## src/rtl/sdcmd_pkg.sv

```systemverilog
package sdcmd_pkg;
  localparam int CW_W  = 16;
  localparam int IDX_W = 6;

  // status bit positions
  localparam int ST_END  = 0;
  localparam int ST_STOP = 2;
  localparam int ST_CTO  = 7;
  localparam int ST_BUSY = 12;
  localparam int ST_CERR = 14;

  localparam logic [1:0]       CT_DATA  = 2'd3;
  localparam logic [IDX_W-1:0] STOP_IDX = 6'd12;
  localparam logic [31:0]      R1_ERR   = 32'hFDF9_0000;
  localparam logic [15:0]      R6_ERR   = 16'hE000;

  typedef enum logic [2:0] {RK_NONE, RK_R1, RK_R1B, RK_R2, RK_R3, RK_R6} rsp_kind_e;

  typedef struct packed {
    logic             dir;
    logic             rsv14;
    logic [1:0]       ctype;
    logic             busy;
    logic [2:0]       rtype;
    logic             init;
    logic             rsv6;
    logic [IDX_W-1:0] idx;
  } cmd_t;
endpackage

```

## src/rtl/sdcmd_decode.sv

```systemverilog
module sdcmd_decode
  import sdcmd_pkg::*;
(
  input  logic [CW_W-1:0] word_i,
  output cmd_t            cmd_o,
  output rsp_kind_e       kind_o,
  output logic            boot_o
);
  assign cmd_o  = cmd_t'(word_i);
  assign boot_o = cmd_o.init && (cmd_o.idx == '0);

  always_comb begin
    unique case (cmd_o.rtype)
      3'd1:    kind_o = cmd_o.busy ? RK_R1B : RK_R1;
      3'd2:    kind_o = RK_R2;
      3'd3:    kind_o = RK_R3;
      3'd6:    kind_o = RK_R6;
      default: kind_o = RK_NONE;
    endcase
  end
endmodule

```

## src/rtl/sdcmd_rsp_check.sv

```systemverilog
module sdcmd_rsp_check
  import sdcmd_pkg::*;
#(
  parameter  int NUM_RSP = 8,
  localparam int RSP_W   = NUM_RSP * 16,
  localparam int LEN_W   = $clog2(NUM_RSP * 2 + 1)
) (
  input  rsp_kind_e        kind_i,
  input  logic [IDX_W-1:0] idx_i,
  input  logic [LEN_W-1:0] len_i,
  input  logic [RSP_W-1:0] rsp_i,
  output logic [CW_W-1:0]  set_o,
  output logic [CW_W-1:0]  clr_o,
  output logic             store_o
);
  localparam logic [LEN_W-1:0] LEN_SHORT = LEN_W'(4);
  localparam logic [LEN_W-1:0] LEN_LONG  = LEN_W'(NUM_RSP * 2);

  logic [31:0]      head;
  logic [LEN_W-1:0] need;
  logic             tmo, cerr;

  assign head = rsp_i[RSP_W-1 -: 32];

  always_comb begin
    unique case (kind_i)
      RK_NONE: need = '0;
      RK_R2:   need = LEN_LONG;
      default: need = LEN_SHORT;
    endcase
    tmo = len_i < need;

    unique case (kind_i)
      RK_R1, RK_R1B: cerr = |(head & R1_ERR);
      RK_R6:         cerr = |(head[15:0] & R6_ERR);
      default:       cerr = 1'b0;
    endcase
    if (tmo) cerr = 1'b0;

    set_o = '0;
    clr_o = '0;
    if (tmo) set_o[ST_CTO] = 1'b1;
    else begin
      set_o[ST_END] = 1'b1;
      if (idx_i == STOP_IDX) set_o[ST_STOP] = 1'b1;
    end
    if (cerr) set_o[ST_CERR] = 1'b1;
    else      clr_o[ST_CERR] = 1'b1;
    if (kind_i == RK_R3 && !tmo) begin
      if (head[31]) clr_o[ST_BUSY] = 1'b1;
      else          set_o[ST_BUSY] = 1'b1;
    end
    store_o = (kind_i != RK_NONE) && !tmo;
  end
endmodule

```

## src/rtl/sdcmd_status.sv

```systemverilog
module sdcmd_status
  import sdcmd_pkg::*;
(
  input  logic            clk_i,
  input  logic            rst_ni,
  input  logic [CW_W-1:0] set_i,
  input  logic [CW_W-1:0] clr_i,
  input  logic [CW_W-1:0] w1c_i,
  input  logic            mask_we_i,
  input  logic [CW_W-1:0] mask_i,
  output logic [CW_W-1:0] status_o,
  output logic            irq_o
);
  localparam int MASK_W = CW_W - 1;

  logic [CW_W-1:0]   status_q;
  logic [MASK_W-1:0] mask_q;

  always_ff @(posedge clk_i or negedge rst_ni) begin
    if (!rst_ni) begin
      status_q <= '0;
      mask_q   <= '0;
    end else begin
      // event sets win over software clears in the same cycle
      status_q <= (status_q & ~w1c_i & ~clr_i) | set_i;
      if (mask_we_i) mask_q <= mask_i[MASK_W-1:0];
    end
  end

  assign status_o = status_q;
  assign irq_o    = |(status_q[MASK_W-1:0] & mask_q);


  w1c_clears_chk: assert property (@(posedge clk_i) disable iff (!rst_ni)
    (w1c_i != '0 && set_i == '0 && clr_i == '0) |=> ((status_o & $past(w1c_i)) == '0));


  irq_follow_chk: assert property (@(posedge clk_i) disable iff (!rst_ni)
    (mask_we_i && mask_i[MASK_W-1:0] == '0) |=> !irq_o);
endmodule

```

## src/rtl/sdcmd_host.sv

```systemverilog
module sdcmd_host
  import sdcmd_pkg::*;
#(
  parameter  int ARG_W   = 32,
  parameter  int NUM_RSP = 8,
  localparam int RSP_W   = NUM_RSP * 16,
  localparam int LEN_W   = $clog2(NUM_RSP * 2 + 1)
) (
  input  logic             clk_i,
  input  logic             rst_ni,
  input  logic             en_i,
  input  logic [ARG_W-1:0] arg_i,
  input  logic             cmd_we_i,
  input  logic [15:0]      cmd_word_i,
  input  logic [15:0]      stat_w1c_i,
  input  logic             mask_we_i,
  input  logic [15:0]      mask_i,
  output logic             card_req_o,
  output logic [5:0]       card_idx_o,
  output logic [ARG_W-1:0] card_arg_o,
  input  logic             card_ack_i,
  input  logic [LEN_W-1:0] card_len_i,
  input  logic [RSP_W-1:0] card_rsp_i,
  output logic [15:0]      status_o,
  output logic             irq_o,
  output logic [RSP_W-1:0] rsp_flat_o,
  output logic             xfer_active_o,
  output logic             xfer_read_o
);
  typedef enum logic {S_IDLE, S_WAIT} state_e;

  state_e           state_q;
  cmd_t             dec_cmd;
  rsp_kind_e        dec_kind, kind_q;
  logic             dec_boot;
  logic [IDX_W-1:0] idx_q;
  logic [ARG_W-1:0] arg_q;
  logic             xfer_q, xdir_q;
  logic             accept, launch, done;
  logic [CW_W-1:0]  chk_set, chk_clr, st_set, st_clr;
  logic             chk_store;

  sdcmd_decode u_dec (
    .word_i (cmd_word_i),
    .cmd_o  (dec_cmd),
    .kind_o (dec_kind),
    .boot_o (dec_boot)
  );

  sdcmd_rsp_check #(.NUM_RSP(NUM_RSP)) u_chk (
    .kind_i  (kind_q),
    .idx_i   (idx_q),
    .len_i   (card_len_i),
    .rsp_i   (card_rsp_i),
    .set_o   (chk_set),
    .clr_o   (chk_clr),
    .store_o (chk_store)
  );

  assign accept = cmd_we_i && en_i && (state_q == S_IDLE);
  assign launch = accept && !dec_boot;
  assign done   = (state_q == S_WAIT) && card_ack_i;

  always_comb begin
    st_set = done ? chk_set : '0;
    st_clr = done ? chk_clr : '0;
    if (accept && dec_boot) st_set[ST_END] = 1'b1;
  end

  sdcmd_status u_st (
    .clk_i     (clk_i),
    .rst_ni    (rst_ni),
    .set_i     (st_set),
    .clr_i     (st_clr),
    .w1c_i     (stat_w1c_i),
    .mask_we_i (mask_we_i),
    .mask_i    (mask_i),
    .status_o  (status_o),
    .irq_o     (irq_o)
  );

  always_ff @(posedge clk_i or negedge rst_ni) begin
    if (!rst_ni) begin
      state_q <= S_IDLE;
      kind_q  <= RK_NONE;
      idx_q   <= '0;
      arg_q   <= '0;
      xfer_q  <= 1'b0;
      xdir_q  <= 1'b0;
    end else if (launch) begin
      state_q <= S_WAIT;
      kind_q  <= dec_kind;
      idx_q   <= dec_cmd.idx;
      arg_q   <= arg_i;
      xfer_q  <= (dec_cmd.ctype == CT_DATA);
      if (dec_cmd.ctype == CT_DATA) xdir_q <= dec_cmd.dir;
    end else if (done) begin
      state_q <= S_IDLE;
    end
  end

  for (genvar g = 0; g < NUM_RSP; g++) begin : g_rsp
    logic [15:0] rsp_q;
    always_ff @(posedge clk_i or negedge rst_ni) begin
      if (!rst_ni)                rsp_q <= '0;
      else if (accept)            rsp_q <= '0;
      else if (done && chk_store) rsp_q <= card_rsp_i[16*g +: 16];
    end
    assign rsp_flat_o[16*g +: 16] = rsp_q;
  end

  assign card_req_o    = (state_q == S_WAIT);
  assign card_idx_o    = idx_q;
  assign card_arg_o    = arg_q;
  assign xfer_active_o = xfer_q;
  assign xfer_read_o   = xdir_q;


  req_hold_chk: assert property (@(posedge clk_i) disable iff (!rst_ni)
    (card_req_o && !card_ack_i) |=> card_req_o);


  req_stable_chk: assert property (@(posedge clk_i) disable iff (!rst_ni)
    (card_req_o && !card_ack_i) |=> ($stable(card_idx_o) && $stable(card_arg_o)));


  dis_ignore_chk: assert property (@(posedge clk_i) disable iff (!rst_ni)
    (!card_req_o && !en_i) |=> (!card_req_o && $stable(rsp_flat_o)));


  boot_no_req_chk: assert property (@(posedge clk_i) disable iff (!rst_ni)
    (!card_req_o && cmd_we_i && en_i && cmd_word_i[7] && cmd_word_i[5:0] == 6'd0)
      |=> (!card_req_o && status_o[0]));


  rsp_clear_chk: assert property (@(posedge clk_i) disable iff (!rst_ni)
    (!card_req_o && cmd_we_i && en_i) |=> (rsp_flat_o == '0));
endmodule

```

## config.mk

```make
export PLATFORM = sky130hd
export DESIGN_NAME = sdcmd_host
export DESIGN_NICKNAME = d
export VERILOG_FILES = /design/src/rtl/sdcmd_pkg.sv /design/src/rtl/sdcmd_decode.sv /design/src/rtl/sdcmd_rsp_check.sv /design/src/rtl/sdcmd_status.sv /design/src/rtl/sdcmd_host.sv
export SDC_FILE = /design/constraint.sdc
export NUM_CORES = 1
export LEC_CHECK = 0
export ABC_AREA = 1
export CELL_PAD_IN_SITES_DETAIL_PLACEMENT = 1
export CELL_PAD_IN_SITES_GLOBAL_PLACEMENT = 1
export CORE_UTILIZATION = 29
export CTS_CLUSTER_DIAMETER = 50
export DETAILED_ROUTE_END_ITERATION = 10
export GPL_ROUTABILITY_DRIVEN = 0
export PLACE_DENSITY = 0.81
export SYNTH_ARGS = -nofsm -noshare
export SYNTH_HDL_FRONTEND = slang
export SYNTH_HIERARCHICAL = 1
export SYNTH_SLANG_ARGS = --single-unit
export TNS_END_PERCENT = 20
```

## constraint.sdc

```tcl
create_clock -name clk_i -period 2.15 [get_ports clk_i]
set_input_delay 0.645 -clock clk_i [delete_from_list [all_inputs] [get_ports clk_i]]
set_output_delay 0.645 -clock clk_i [all_outputs]
set_load 0.005 [all_outputs]
```

After elaboration in Yosys (flattened, before gate mapping)
Cells that the tools add are included.
- input bits: 219
- bits in read-only memories: 0
- bits in latches: 0
- logic and storage cells: 92
- memories: 0
- bits in writable memories: 0
- bits in registers: 203
- output and inout bits: 186
- shifts and indexed selects: 0
- reductions and logical operators: 21
- muxes and demuxes: 36
- multipliers: 0
- bitwise logic cells: 7
- eq/ne operators: 11
- add/sub/neg operators: 0
- divide/modulo/power cells: 0
- order comparisons: 1
- operators by type and width (operator ; number):
    2-to-1 mux 16 bit ; 16
    AND 16 bit ; 2
    2-to-1 mux 15 bit ; 2
    inverter 15 -> 16 bit ; 1
    inverter 16 bit ; 1
    bitwise OR 16 x 15 -> 16 bit ; 1
    AND 15 bit ; 1
    OR reduction 15 bit ; 1
    2-to-1 mux 1 bit ; 14
    OR reduction 13 bit ; 1
    equality test 3 x 2 -> 1 bit, second input constant ; 4
    case mux 3 bit (4 select lines) ; 1
    case mux 5 bit (2 select lines) ; 1
    equality test 3 bit, second input constant ; 3
    logical AND 1 bit ; 9
    equality test 3 x 1 -> 1 bit, second input constant ; 2
    equality test 6 x 4 -> 1 bit, second input constant ; 1
    zero test 6 bit ; 1
    less-than comparator 5 bit ; 1
    nonzero test 2 bit ; 2
    zero test 3 bit ; 1
    nonzero test 3 bit ; 1
    OR reduction 3 bit ; 1
    equality test 2 bit, second input constant ; 1
    6 further kinds ; 7

Depth between registers and ports, before layout
Gate-level depths: netlist (run 1).
- word-level depth: 10
- mapped depth: 14
- mapped depth without buffers: 12

Hierarchy
The synthesis (run 1) kept the hierarchy.
- modules (own cells, without submodules) (module ; area each (um^2) ; sequential area each (um^2) ; cells each ; instances):
    sdcmd_host ; 6736.5 ; 4304.1 ; 802 ; 1
    sdcmd_status ; 1382.6 ; 775.7 ; 130 ; 1
    sdcmd_rsp_check ; 416.6 ; 0.0 ; 73 ; 1
    sdcmd_decode ; 201.4 ; 0.0 ; 35 ; 1

Least setup slack after synthesis (run 1)
Ideal clock, no wire load.
- kind: input to register
- start point: input card_len_i[4]
- end point: register g_rsp[0].rsp_q[10]
- path slack: 0.239 ns
- required time: 2.034 ns
- cell stages on the path: 12
- path buffers: 2
- arrival time: 1.795 ns
- library setup time: 0.116 ns
- cell sequence: ha_1 > nand2_1 > nand2_2 > inv_2 > nor2_2 > inv_1 > nor2_2 > nor2_1 > buf_2 > buf_4 > nand2_1 > nand2_1
- longest elaborated chain between the ends: 5
- ends and longest elaborated chain (element ; line ; RTL):
    start: declaration ; sdcmd_host.sv:22 ; input logic [LEN_W-1:0] card_len_i,
    less-than comparator 5 bit ; sdcmd_rsp_check.sv:31 ; tmo = len_i < need;
    zero test 1 bit ; sdcmd_rsp_check.sv:53 ; store_o = (kind_i != RK_NONE) && !tmo;
    logical AND 1 bit ; sdcmd_rsp_check.sv:53 ;
    via chk_store ; sdcmd_host.sv:41 ; logic chk_store;
    logical AND 1 bit ; sdcmd_host.sv:107 ; else if (done && chk_store) rsp_q <= card_rsp_i[16*g +: 16];
    nonzero test 2 bit (no source line) ; n/a ;
    end signal: assignment ; sdcmd_host.sv:107 ;
    end: declaration ; sdcmd_host.sv:103 ; logic [15:0] rsp_q;
The timed path passes the listed nets, and every way through them passes these cells.
A chain may end at the register's enable or synchronous reset.

Worst setup path in the final report (run 1)
- start point: register u_st.status_q[10], in the netlist u_st/status_o[10]
- end point: output irq_o
- longest elaborated chain between the ends: 2
- ends and longest elaborated chain (element ; line ; RTL):
    start: declaration ; sdcmd_status.sv:16 ; logic [CW_W-1:0] status_q;
    start signal: assignment ; sdcmd_status.sv:25 ; status_q <= (status_q & ~w1c_i & ~clr_i) | set_i;
    AND 15 bit ; sdcmd_status.sv:31 ; assign irq_o = |(status_q[MASK_W-1:0] & mask_q);
    OR reduction 15 bit ; sdcmd_status.sv:31 ;
    end: declaration ; sdcmd_host.sv:25 ; output logic irq_o,
Every way passes these cells.

==> results of run 1 <==
-- critical path, cell delays in order, from the launching register on --
cell     delay, ns
dfrtp_1       0.41
nand2_1       0.09
nand2_1       0.05
inv_1         0.06
nand2_1       0.05
nor2_1        0.10
nand2_1       0.06
buf_2         0.12
-- cell usage in the layout (no fill, tap or decap), drive strengths merged --
cell and n:
dlymetal6s2s 6, buf 45, dlygate4sd2 7, or2 17, nor2 64, bufinv 6
ha 1, mux2 15, a21oi 1, clkdlybuf4s50 384, inv 68, nand3b 1
clkinvlp 6, conb 25, clkbuf 37, and2 1, dfrtp 203, clkinv 7
nand4 3, nand3 8, o21ai 3, nor3 16, diode 1, nand2 556
-- cell type report --
type	count	area share [%]
multi-input cells	711	20.6
repair buffers	444	31.2
flip-flops and latches	203	35.3
inverters	67	1.75
well taps	384	3.34
clock inverters	20	2.03
clock buffers	35	5.71
diodes	1	0.0174
-- power by group through the flow --
stage / Clock [mW] / Combinational (mW) / Sequential (mW)
6_report: 5.36 / 3.06 / 4.86
5_1_grt: 5.65 / 3.34 / 4.94
4_1_cts: 5.49 / 3.10 / 4.87
3_5_place_dp: 0 / 3.07 / 4.92
3_3_place_gp: 0 / 2.99 / 4.88
2_1_floorplan: 0 / 0.890 / 4.93
-- through the flow --
| stage | hold slack, ns | utilization (%) | instance area [um2] | setup WS [ns] | cells |
|---|---|---|---|---|---|
| global placement | 0.452 | 45.4 | 13200 | -0.290 | 1803 |
| global route | 0.0761 | 49.5 | 14400 | -0.0780 | 1865 |
| CTS | 0.0602 | 49.2 | 14300 | -0.0117 | 1860 |
| detailed placement | 0.458 | 45.4 | 13200 | -0.367 | 1803 |
| floorplan | 0.349 | - | 8770 | 0.239 | 1057 |
| finish | 0.0647 | 49.5 | 14400 | 0.0300 | 1865 |
-- layer usage --
layer	up-vias	track usage [%]	part of all wire (%)
li1	3869	-	-
met3	49	6.29	7.8
met5	-	0	0
met2	295	36.6	51
met1	3851	22.3	39
met4	0	6.38	2.5
-- path summary, 6_finish.rpt --
kind / slack [ns] / to / from
setup / recovery: 0.03 / irq_o / u_st/status_o[10]
hold / removal: 0.06 / u_st/status_o[4] / rst_ni
setup reg to reg: 0.13 / g_rsp[2].rsp_q[13] / kind_q[2]
hold reg to reg: 0.47 / g_rsp[1].rsp_q[5] / g_rsp[1].rsp_q[5]
max in group asynchronous: 1.49 / g_rsp[4].rsp_q[10] / rst_ni
min in group clk_i: 0.47 / g_rsp[1].rsp_q[5] / g_rsp[1].rsp_q[5]
-- flip-flops by register name, indices dropped and copies added, names as in the netlist --
register	count
card_arg_o	32
xfer_read_o	1
u_st/mask_q	15
card_req_o	1
card_idx_o	6
u_st/status_o	16
xfer_active_o	1
kind_q	3
g_rsp.rsp_q	128
-- what timing repair did --
item	in CTS	in global routing
endpoints found under the hold margin	0	0
gates resized for setup	11	7
pin swaps	4	2
buffers inserted	2	3
gates cloned	0	1
setup endpoints to repair	8	12
==> impl_metrics.json, run 1 <==
{
  "outcome": "finished clean",
  "min_period_ns": 2.12,
  "slew_viol_final": 0,
  "via_count": 8064,
  "cts_buffers": 30,
  "grt_pass1_wl_mm": 48.7,
  "drt_iter0_drc": 326,
  "hpwl_mm": 23.0,
  "seq_power_share_pct": 36.6,
  "die_h_um": 175,
  "multi_input_area_um2": 2960,
  "clk_transition_reported_paths_ns": 0.06,
  "power.switching_mw": 3.54,
  "grt_pass1_vias": 8979,
  "insertion_delay_ns": 0.54,
  "fmax_ghz": 0.472,
  "clkSinkCount": 203,
  "fin_skew_ns": 0.0101,
  "grt_usage_pct": 20.2,
  "power_density_nw_per_um2": 923,
  "leakagePower_nw": 7.21,
  "wl_per_cell_um": 16.9,
  "antenna_found_initial": 1,
  "clkPwrFrac_pct": 40.3,
  "final-seq-area_um2": 5080,
  "cts_tree": "done",
  "drc": 0,
  "nets": 1677,
  "globalRouteOverflowTotal": 0,
  "worstHoldPathType": "primary input to async pin",
  "p_sw_share_pct": 26.7,
  "vias_per_cell": 4.32,
  "crit_fanout": 3,
  "grt_max_degree": 56,
  "grt_setup_unrepaired": "true",
  "finalHoldViolCount": 0,
  "synth_cells": 1033,
  "end_kind": "output port",
  "period_share_pct": 98.6,
  "start_kind": "register",
  "drt_pass1_iterations": 4,
  "total_power_mw": 13.3,
  "intPower_mw": 9.74,
  "portBuffers": 399,
  "syn_avg_cell_area_um2": 8.41,
  "cp.required_ns": 1.50,
  "io_pins": 405,
  "comb_power_share_pct": 23.1,
  "area_delta_synth_final_pct": 65.7,
  "clockBufferDepth": 3,
  "core_area_um2": 29100,
  "drv_cap": 0,
  "hold_buffers": 0,
  "dieArea_um2": 30600,
  "ant_nets": 0,
  "root_buffer": "clkbuf_16",
  "setup_viol": 0,
  "ir_drop_mv": 0.536,
  "core.rowCount": 62,
  "drive_gt1_share_pct": 10.1,
  "n_fill_cell": 3385,
  "synth_area_um2": 8680,
  "critPathArrivalTime_ns": 1.48,
  "r2r_cells": 13,
  "finalSetupTns_ns": 0,
  "start_util_pct": 29.9,
  "wl_mm": 31.5,
  "htreeDepth": 1,
  "die_width_um": 175,
  "yosys_warnings": 6,
  "path_class": "register to output port"
}
Note: power is estimated with default switching activity, not from simulation.
==> run 2: changes to the inputs <==
--- a/config.mk
+++ b/config.mk
@@ -8,11 +8,13 @@
 export ABC_AREA = 1
 export CELL_PAD_IN_SITES_DETAIL_PLACEMENT = 1
 export CELL_PAD_IN_SITES_GLOBAL_PLACEMENT = 1
-export CORE_UTILIZATION = 29
+export CORE_AREA = 2 2 156 158
 export CTS_CLUSTER_DIAMETER = 50
 export DETAILED_ROUTE_END_ITERATION = 10
+export DIE_AREA = 0 0 158 160
+export DONT_BUFFER_PORTS = 1
 export GPL_ROUTABILITY_DRIVEN = 0
-export PLACE_DENSITY = 0.81
+export PLACE_DENSITY = 0.69
 export SYNTH_ARGS = -nofsm -noshare
 export SYNTH_HDL_FRONTEND = slang
 export SYNTH_HIERARCHICAL = 1
==> impl_metrics.json, run 2 (synthesis results as in run 1) <==
{
  "outcome": "finished with violations",
  "violations": "negative hold slack",
  "power_density_nw_per_um2": 1060,
  "cp.required_ns": 1.50,
  "fin_skew_ns": 0.0216,
  "setup_viol": 0,
  "via_count": 6412,
  "r2r_cells": 14,
  "clkPwrFrac_pct": 40.8,
  "placed_area_um2": 9010,
  "drc": 0,
  "grt_pass1_vias": 6974,
  "power.switching_mw": 2.94,
  "wl_per_cell_um": 18.2,
  "dieArea_um2": 25300,
  "cts_tree": "done",
  "die_width_um": 158,
  "start_kind": "register",
  "intPower_mw": 7.61,
  "antenna_found_initial": 0,
  "grt_usage_pct": 19.0,
  "period_share_pct": 95.5,
  "area_delta_synth_final_pct": 14.8,
  "start_util_pct": 36.5,
  "nets": 1259,
  "vias_per_cell": 4.65,
  "die_h_um": 160,
  "worstHoldPathType": "primary input to async pin",
  "mostFrequentLayoutCells": "nand2_1 (553), dfrtp_1 (202), inv_1 (63)",
  "clkSinkCount": 203,
  "portBuffers": 0,
  "end_kind": "output port",
  "leakagePower_nw": 5.39,
  "worst_slew_pin_slew_ns": 0.713,
  "drt_iter0_drc": 314,
  "crit_chain": "nand2_1 > nand2_1 > inv_1 > nand2_1 > nor2_2 > nand2_1",
  "htreeDepth": 1,
  "largest_reg_flops": 128,
  "drt_pass1_iterations": 4,
  "slowest_delay_ns": 0.44,
  "finalHoldViolCount": 203,
  "path_depth": 6,
  "globalRouteOverflowTotal": 0,
  "path_class": "register to output port",
  "ir_drop_mv": 0.631,
  "grt_pass1_wl_mm": 38.0,
  "critical-path-top-delay-family": "flip-flops",
  "cp-startpoint": "u_st/status_o[0]",
  "hpwl_mm": 18.3,
  "grt_max_degree": 204,
  "seq_power_share_pct": 48.6,
  "insertion_delay_ns": 0.53,
  "setup_ws_ns": 0.0965,
  "finalSetupTns_ns": 0,
  "relSlewSlack_pct": 52.4,
  "clk_transition_reported_paths_ns": 0.05,
  "slew_viol_final": 0,
  "cp_slowest_cell": "dfrtp_1",
  "final_common_cell": "nand2_1",
  "ant_nets": 0,
  "core_area_um2": 23800,
  "drive_gt1_share_pct": 11.5,
  "timing.rr.start": "kind_q[2]",
  "regToRegSetupSlack_ns": 0.18,
  "crit_top_cell": "nand2_1",
  "utilization_pct": 41.8,
  "crit_fanout": 3,
  "clockBufferDepth": 3,
  "n_antenna_cell": 0,
  "n_fill_cell": 2860,
  "r2r-end": "g_rsp[5].rsp_q[13]",
  "comb_power_share_pct": 10.6,
  "final_area_um2": 9970,
  "critPathCapture": "irq_o",
  "crit_buf_inv": 1,
  "min_period_ns": 2.05,
  "io_pins": 405,
  "cts_buffers": 27,
  "p_sw_share_pct": 27.8,
  "grt_setup_unrepaired": "false",
  "critPathArrivalTime_ns": 1.41,
  "drv_cap": 0,
  "hold_slack_ns": -0.172,
  "wl_mm": 25.0,
  "core.rowCount": 57,
  "fmax_ghz": 0.487,
  "root_buffer": "clkbuf_16",
  "largest-register": "g_rsp.rsp_q",
  "dp_worst_setup_slack_ns": 0.0815
}
[run 2: worst min path at each step]
stage | start | to | slack, ns | cells after the start
5_1_grt | rst_ni | g_rsp[5].rsp_q[4] | -0.21 | 0
6_report | rst_ni | g_rsp[7].rsp_q[9] | -0.17 | 0
3_3_place_gp | rst_ni | g_rsp[7].rsp_q[9] | 0.35 | 0
3_5_place_dp | rst_ni | g_rsp[7].rsp_q[9] | 0.35 | 0
2_1_floorplan | rst_ni | card_arg_o[0] | 0.35 | 0
4_1_cts | rst_ni | u_st/status_o[1] | -0.21 | 0
[run 2: per-layer routing]
metal	part of all wire, %	up-vias	GRT usage (%)
met3	11	43	7.46
met5	0	-	0
met1	37	3064	21.4
met2	50	270	33.4
met4	2.0	0	5.04
li1	-	3035	-
[run 2: power by group through the flow]
stage / clock network, mW / logic (mW) / registers (mW)
2_1_floorplan: 0 / 0.890 / 4.93
3_3_place_gp: 0 / 1.04 / 5.18
3_5_place_dp: 0 / 1.11 / 5.18
4_1_cts: 4.43 / 1.11 / 5.13
5_1_grt: 4.59 / 1.32 / 5.20
6_report: 4.31 / 1.12 / 5.12
[run 2: metrics by stage]
stage	hold WS, ns	power (mW)	instances
after CTS	-0.209	10.7	1374
final	-0.172	10.5	1380
after detailed placement	0.353	6.29	1328
after global routing	-0.207	11.1	1380
after floorplan	0.349	5.82	1057
after global placement	0.353	6.22	1328
[run 2: area by class of cell]
cell class | instances | area, um2 | share of cell area [%]
clock buffer | 35 | 736 | 7.38
clock inverter | 11 | 130 | 1.31
inverter | 67 | 254 | 2.55
multi-input combinational | 711 | 2990 | 30.0
sequential | 203 | 5080 | 51.0
tap | 324 | 405 | 4.07
timing repair buffer | 29 | 373 | 3.74
[run 2: what timing repair did]
action,in CTS,in global routing
endpoints found under the setup margin,0,109
endpoints found under the hold margin,203,203
resized for setup,0,5
setup buffers,0,5
==> run 3: changes to the inputs <==
==> constraint.sdc (replaced) <==
create_clock -name clk_i -period 2.35 [get_ports clk_i]
set_input_delay 0.705 -clock clk_i [delete_from_list [all_inputs] [get_ports clk_i]]
set_output_delay 0.705 -clock clk_i [all_outputs]
set_load 0.005 [all_outputs]
==> impl_metrics.json, run 3 (synthesis results as in run 1) <==
{
  "outcome": "finished with violations",
  "violations": "negative hold slack",
  "clk_transition_reported_paths_ns": 0.06,
  "start_kind": "register",
  "slowest_delay_ns": 0.42,
  "post_cts_buffers": 0,
  "portBuffers": 0,
  "seq_power_share_pct": 47.9,
  "relSlewSlack_pct": 52.9,
  "critPathArrivalTime_ns": 1.43,
  "p_sw_share_pct": 27.7,
  "hpwl_mm": 18.0,
  "intPower_mw": 7.06,
  "io_pins": 405,
  "setup_viol": 0,
  "via_count": 6407,
  "comb_power_share_pct": 9.8,
  "period_share_pct": 90.9,
  "power.switching_mw": 2.71,
  "r2r-end": "g_rsp[1].rsp_q[1]",
  "crit_top_cell": "nand2_1",
  "dieArea_um2": 25300,
  "fmax_ghz": 0.468,
  "critical-path-top-delay-family": "simple AND/OR/NAND/NOR gates",
  "cts_tree": "done",
  "r2r_cells": 13,
  "path_class": "register to output port",
  "final_area_um2": 9810,
  "power_density_nw_per_um2": 996,
  "path_depth": 6,
  "final_common_cell": "nand2_1",
  "grt_pass1_vias": 6919,
  "placed_area_um2": 8900,
  "die_width_um": 158,
  "die_h_um": 160,
  "area_delta_synth_final_pct": 12.9,
  "core_area_um2": 23800,
  "dr_wl_met2_mm": 12.2,
  "wl_per_cell_um": 18.1,
  "crit_chain": "nand2_1 > nand2_1 > inv_1 > nand2_1 > nor2_1 > nand2_1",
  "cts_buffers": 27,
  "nets": 1243,
  "start_util_pct": 36.5,
  "end_kind": "output port",
  "vias_per_cell": 4.69,
  "wl_mm": 24.7,
  "grt_usage_pct": 18.9,
  "clkPwrFrac_pct": 42.3,
  "wl_met3_mm": 2.78,
  "ant_nets": 0,
  "largest_reg_flops": 128,
  "finalHoldViolCount": 203,
  "htreeDepth": 1,
  "leakagePower_nw": 5.33,
  "crit_fanout": 3,
  "drt_pass1_iterations": 4,
  "maxUsedRoutingLayer": "met4",
  "n_fill_cell": 2860,
  "dpl.cell_count": 1318,
  "drive_gt1_share_pct": 10.1,
  "drc": 0,
  "fin_skew_ns": 0.0169,
  "mostFrequentLayoutCells": "nand2_1 (553), dfrtp_1 (203), inv_1 (63)",
  "grt_max_degree": 204,
  "ir_drop_mv": 0.477,
  "core.rowCount": 57,
  "n_antenna_cell": 0,
  "timing.rr.start": "kind_q[2]",
  "regToRegSetupSlack_ns": 0.27,
  "insertion_delay_ns": 0.52,
  "crit_buf_inv": 1,
  "cp_slowest_cell": "dfrtp_1",
  "antenna_found_initial": 0,
  "grt_pass1_wl_mm": 37.5,
  "critPathCapture": "irq_o",
  "grt_setup_unrepaired": "false",
  "finalNonFillerCells": 1365,
  "clockBufferDepth": 3,
  "cp.required_ns": 1.64,
  "wl_met1_mm": 9.11,
  "total_power_mw": 9.77,
  "min_period_ns": 2.14,
  "finalSetupTns_ns": 0,
  "worstHoldPathType": "primary input to async pin",
  "root_buffer": "clkbuf_16",
  "worst_slew_pin_slew_ns": 0.705,
  "drv_cap": 0,
  "cp-startpoint": "u_st/status_o[9]",
  "largest-register": "g_rsp.rsp_q",
  "hold_slack_ns": -0.118,
  "drt_iter0_drc": 324,
  "clkSinkCount": 203,
  "slew_viol_final": 0,
  "globalRouteOverflowTotal": 0
}
run 3: metrics by stage:
step                      hold WS [ns]  setup WS, ns  utilization [%]
after detailed placement         0.414         0.129             37.4
after CTS                       -0.144         0.172             41.2
after global placement           0.413         0.163             37.4
after global routing            -0.155        0.0412             41.2
final                           -0.118         0.214             41.2
after floorplan                  0.409         0.379                -
run 3: worst min-delay path by stage:
stage           start           endpoint  cells after the start
6_report       rst_ni  g_rsp[7].rsp_q[9]                      0
5_1_grt        rst_ni  g_rsp[7].rsp_q[9]                      0
4_1_cts        rst_ni  g_rsp[5].rsp_q[4]                      0
3_5_place_dp   rst_ni  g_rsp[7].rsp_q[9]                      0
3_3_place_gp   rst_ni  g_rsp[7].rsp_q[9]                      0
2_1_floorplan  rst_ni      card_arg_o[0]                      0
run 3: per-layer routing:
| metal | vias up | GRT usage, % |
|---|---|---|
| met4 | 0 | 6.35 |
| met5 | - | 0 |
| met1 | 3083 | 21.0 |
| li1 | 2995 | - |
| met2 | 280 | 32.5 |
| met3 | 49 | 7.98 |
run 3: cell type report:
| cell class | count | area [um2] | area share [%] |
|---|---|---|---|
| tap | 324 | 405 | 4.13 |
| timing repair buffer | 13 | 198 | 2.02 |
| clock inverter | 13 | 166 | 1.70 |
| inverter | 67 | 251 | 2.56 |
| clock buffer | 34 | 742 | 7.57 |
| multi-input combinational | 711 | 2960 | 30.2 |
| sequential | 203 | 5080 | 51.8 |
run 3: power by group through the flow:
stage	Clock [mW]	Combinational, mW	Sequential (mW)
floorplan	0	0.815	4.51
global placement	0	0.917	4.74
detailed placement	0	0.987	4.74
CTS	4.22	0.985	4.70
global route	4.38	1.14	4.76
finish	4.13	0.961	4.68
run 3: what timing repair did:
| item | 4_1_cts | 5_1_grt |
|---|---|---|
| hold endpoints to repair | 203 | 203 |
| endpoints found under the setup margin | 0 | 0 |
| gates resized for setup | 0 | 0 |
